### config.mk
export PLATFORM = sky130hd
export DESIGN_NAME = rd_out_stage
export DESIGN_NICKNAME = d
export VERILOG_FILES = /design/src/rtl/rdo_pkg.sv /design/src/rtl/rdo_out_reg.sv /design/src/rtl/rdo_drive_gate.sv /design/src/rtl/rd_out_stage.sv
export SDC_FILE = /design/constraint.sdc
export NUM_CORES = 1
export LEC_CHECK = 0
export BUFFER_PORTS_ARGS = -buffer_cell sky130_fd_sc_hd__clkbuf_2
export CAP_MARGIN = 5
export CORE_MARGIN = 10
export CORE_UTILIZATION = 39
export CTS_CLUSTER_SIZE = 28
export DETAILED_ROUTE_END_ITERATION = 8
export PLACE_DENSITY = 0.76
export SETUP_SLACK_MARGIN = 0.15
export SKIP_CTS_REPAIR_TIMING = 1
export SYNTH_ARGS = -nofsm -noshare
export SYNTH_HDL_FRONTEND = slang
export SYNTH_SLANG_ARGS = --single-unit
### constraint.sdc
create_clock -name clk -period 1.2 [get_ports clk]
set_input_delay 0.3 -clock clk [delete_from_list [all_inputs] [get_ports clk]]
set_output_delay 0.3 -clock clk [all_outputs]
set_load 0.05 [all_outputs]
### src/rtl/rdo_pkg.sv
package rdo_pkg;

    typedef enum logic [1:0] {
        CYC_DESEL = 2'b00,
        CYC_READ  = 2'b01,
        CYC_WRITE = 2'b10,
        CYC_SPARE = 2'b11
    } cyc_kind_t;

    function automatic logic is_read(input logic [1:0] k);
        return k == CYC_READ;
    endfunction

    function automatic logic is_write(input logic [1:0] k);
        return k == CYC_WRITE;
    endfunction

endpackage

### src/rtl/rdo_out_reg.sv
module rdo_out_reg #(
    parameter int DATA_W = 36
) (
    input  logic              clk,
    input  logic              rst_n,
    input  logic              rd_now,
    input  logic [DATA_W-1:0] data_in,
    output logic              rd_q,
    output logic [DATA_W-1:0] data_q
);

    typedef struct packed {
        logic              rd;
        logic [DATA_W-1:0] data;
    } stage_t;

    stage_t st_d, st_q;

    always_comb begin
        st_d      = st_q;
        st_d.rd   = rd_now;
        st_d.data = data_in;
    end

    always_ff @(posedge clk or negedge rst_n) begin
        if (!rst_n) begin
            st_q <= '0;
        end else begin
            st_q <= st_d;
        end
    end

    assign rd_q   = st_q.rd;
    assign data_q = st_q.data;

    AST_REG_TRACKS_READ: assert property (@(posedge clk) disable iff (!rst_n)
        rd_now |=> rd_q);

    AST_REG_TRACKS_IDLE: assert property (@(posedge clk) disable iff (!rst_n)
        !rd_now |=> !rd_q);

endmodule

### src/rtl/rdo_drive_gate.sv
module rdo_drive_gate #(
    parameter int LANES = 4
) (
    input  logic             src_rd,
    input  logic             oe_n,
    input  logic             wr_now,
    output logic [LANES-1:0] drive
);

    logic permit;

    always_comb begin
        permit = src_rd && !oe_n && !wr_now;
    end

    for (genvar g = 0; g < LANES; g++) begin : g_lane
        assign drive[g] = permit;
    end

endmodule

### src/rtl/rd_out_stage.sv
module rd_out_stage #(
    parameter int DATA_W = 36,
    parameter int LANES  = 4
) (
    input  logic              clk,
    input  logic              rst_n,
    input  logic              pipe_sel,
    input  logic              oe_n,
    input  logic [1:0]        cyc_kind,
    input  logic [DATA_W-1:0] arr_rdata,
    output logic [DATA_W-1:0] bus_q,
    output logic [LANES-1:0]  bus_drive
);
    import rdo_pkg::*;

    localparam logic [LANES-1:0] ALL_ON = {LANES{1'b1}};

    logic              rd_now;
    logic              wr_now;
    logic              reg_rd;
    logic [DATA_W-1:0] reg_data;
    logic              src_rd;

    always_comb begin
        rd_now = is_read(cyc_kind);
        wr_now = is_write(cyc_kind);
    end

    rdo_out_reg #(.DATA_W(DATA_W)) i_out_reg (
        .clk     (clk),
        .rst_n   (rst_n),
        .rd_now  (rd_now),
        .data_in (arr_rdata),
        .rd_q    (reg_rd),
        .data_q  (reg_data)
    );

    always_comb begin
        if (pipe_sel) begin
            src_rd = reg_rd;
            bus_q  = reg_data;
        end else begin
            src_rd = rd_now;
            bus_q  = arr_rdata;
        end
    end

    rdo_drive_gate #(.LANES(LANES)) i_gate (
        .src_rd (src_rd),
        .oe_n   (oe_n),
        .wr_now (wr_now),
        .drive  (bus_drive)
    );

    AST_WRITE_QUIET: assert property (@(posedge clk) disable iff (!rst_n)
        (cyc_kind == CYC_WRITE) |-> (bus_drive == '0));

    AST_LANES_TOGETHER: assert property (@(posedge clk) disable iff (!rst_n)
        (bus_drive == '0) || (bus_drive == ALL_ON));

    AST_OE_BLOCKS: assert property (@(posedge clk) disable iff (!rst_n)
        oe_n |-> (bus_drive == '0));

    AST_FLOW_NO_READ_QUIET: assert property (@(posedge clk) disable iff (!rst_n)
        (!pipe_sel && cyc_kind != CYC_READ) |-> (bus_drive == '0));

    AST_PIPE_DATA_LAG: assert property (@(posedge clk) disable iff (!rst_n)
        (pipe_sel && bus_drive != '0) |-> (bus_q == $past(arr_rdata)));

    AST_PIPE_DESEL_ONE: assert property (@(posedge clk) disable iff (!rst_n)
        (pipe_sel && $past(cyc_kind) != CYC_READ) |-> (bus_drive == '0));

endmodule

==> results by group <==
Global routing
  – Total gr overflow: 0
  – First-pass GRT wire length: 6040 microns
  – Vias in the first global route: 1249
  – Initial antenna violation count: 0
  – Pin count of the biggest net entering global routing: 38
  – GR Util All Layers: 11.7%

Synthesis
  – Synth warn: 0
  – Post-Synthesis Cell Area: 1500 sq um
  – Post-Synth Adder-Cell Area: 0%
  – Cells after Synth: 86
  – Syn Area/Cell: 17.5 sq um
  – Mux share of post-synthesis cell area: 31.7%
  – Largest family of logic cells by synthesized area: multiplexers
  – Simple-Gate Fraction of Synth Area: 1.58%
  – XOR/XNOR Fraction of Synth Area: 0%
  – Yosys reg bits: 37
  – Register area share after synthesis: 61.7%
  – Distinct cell type count after synthesis: 11
  – Compound-Gate Fraction of Synth Area: 0.417%
  – Synthesized Nets: 128

Outcome
  – Failing checks: setup timing
  – Outcome: finished, violations left

Timing
  – Worst Max-Slew Pin Slew: 0.277 ns
  – Count of pins over their slew limit: 0
  – Fin crit share: 129%
  – Count of final hold-check violations: 0
  – Final setup viols: 40
  – Final worst setup slack: -0.348 ns
  – Maximum clock rate: 646 MHz
  – Max_slew headroom: 81.5%
  – RSZ-0062 raised after global routing: yes
  – Clock period minus worst slack: 1.55 ns
  – Final setup TNS: -10.13 ns

Floorplan
  – IO Count: 82
  – Initial Util: 40.7%
  – Die area: 6730 sq um
  – Die H: 82.0 microns
  – Die X: 82.0 microns
  – Row cnt: 22
  – Core footprint: 3690 sq um

Power
  – Leakage: 1.35 nW
  – Max VDD drop: 0.000910 V
  – Design Power: 0.00319 W
  – PwrDens: 1210 nW/um^2

Clocking
  – CTS clk-pin slew, worst paths: 0.07 ns
  – Clk root buf: clkbuf_8
  – Clock Path Buffers: 2
  – CTS buffer count: 5
  – Clock Sinks: 37
  – CTS tree: yes
  – # H-tree levels: 2

Finish
  – Share of cells above drive strength 1: 78.5%
  – Area grow syn2layout: 75.3%
  – Fill count: 232
  – N_diodes: 0
  – Commonest non-fill, non-tap cell in the layout: clkbuf_2
  – Nets: 232
  – Commonest non-fill, non-tap cells in the layout: 40 x clkbuf_2, 37 x dfrtp_1, 32 x mux2_4

Placement
  – Post-DP HPWL: 3220 microns
  – PortBufs: 81
  – RePlAce Congestion: 0.784

Hold path
  – Hold Path Class: in -> reg

Routing
  – Vias: 1090
  – DRT Pass-1 Iters: 3
  – DR iter-0 viols: 36
  – DRC viols: 0
  – Routed WL: 4510 microns
  – Post-DR wirelength/cell: 18.9 microns
  – Drt via density: 4.56
  – Antenna Nets Post-Route: 0

Critical path
  – Critical path arrival: 1.25 ns
  – CP Launch Type: input pin
  – CP Max Fanout: 5
  – Critical Path End Type: primary output
  – Crit path required time: 0.90 ns
  – Critical path type: in -> out

Run
  – Max Cap Viol: 0
critical path, cell delays in order:
cell and delay, ns:
buf_12 0.11, buf_12 0.13, buf_4 0.13, buf_6 0.11
mux2_4 0.31, buf_8 0.15
worst paths after layout:
check / to / slack, ns / cells after the start / start
setup / recovery: bus_q[30] / -0.35 / 6 / pipe_sel
min in group asynchronous: i_out_reg.data_q[30] / 0.54 / 3 / rst_n
hold / removal: i_out_reg.data_q[13] / 0.14 / 1 / arr_rdata[13]
max in group asynchronous: i_out_reg.data_q[14] / 0.48 / 3 / rst_n
cell families (layout without fill, tap and decap cells):
kind of cell / Yosys count / in the layout
AO/OA/AOI/OAI: 1 / 1
buffers and inverters: 8 / 113
flip-flops: 37 / 37
multiplexers: 36 / 36
AND/OR/NAND/NOR: 4 / 4
per-stage QoR:
stage	cells	cell area [sq um]	worst slack (ns)	hold WS [ns]	utilization [%]
6_report	239	2630	-0.348	0.142	71.4
2_1_floorplan	86	1620	-0.113	0.00441	-
5_1_grt	239	2630	-0.364	0.120	71.4
4_1_cts	226	2230	-0.405	-0.0139	60.5
3_5_place_dp	218	2150	-0.404	0.288	58.3
3_3_place_gp	218	2150	-0.369	0.280	58.3
area by class of cell:
type                    count  area (sq um)  share of cell area, %
clock buffers               6          72.6                   2.76
clock inverters             2          10.0                  0.380
multi-input cells          41           589                   22.4
flip-flops and latches     37           926                   35.2
well taps                  48          60.1                   2.28
repair buffers            105           975                   37.0
power by group:
part | leakage, nW | switching, W | internal [W] | total (W)
registers | 0.432 | 0.0000214 | 0.00131 | 0.00133
logic | 0.870 | 0.000584 | 0.000469 | 0.00105
clock network | 0.0450 | 0.000399 | 0.000402 | 0.000801
state kept, by name, summed over array words and instances (netlist names):
signal and count:
i_out_reg.data_q 36, i_out_reg.rd_q 1
per-layer routing:
layer	global-route usage, %	wire length, microns	up-vias
met5	0	0	-
met4	3.06	19	0
met3	9.17	617	2
met2	18.5	2180	64
met1	11.8	1690	523
li1	-	-	501
cells in the mapped netlist (all sizes together):
cell type,instances,share of area (%)
nor3b,1,0.50
a31oi,1,0.42
dfrtp,37,62
nor2,1,0.25
mux2,36,32
nor2b,1,0.42
nand2b,1,0.42
buf,8,4.6
Power figures use the tool's default switching activity.
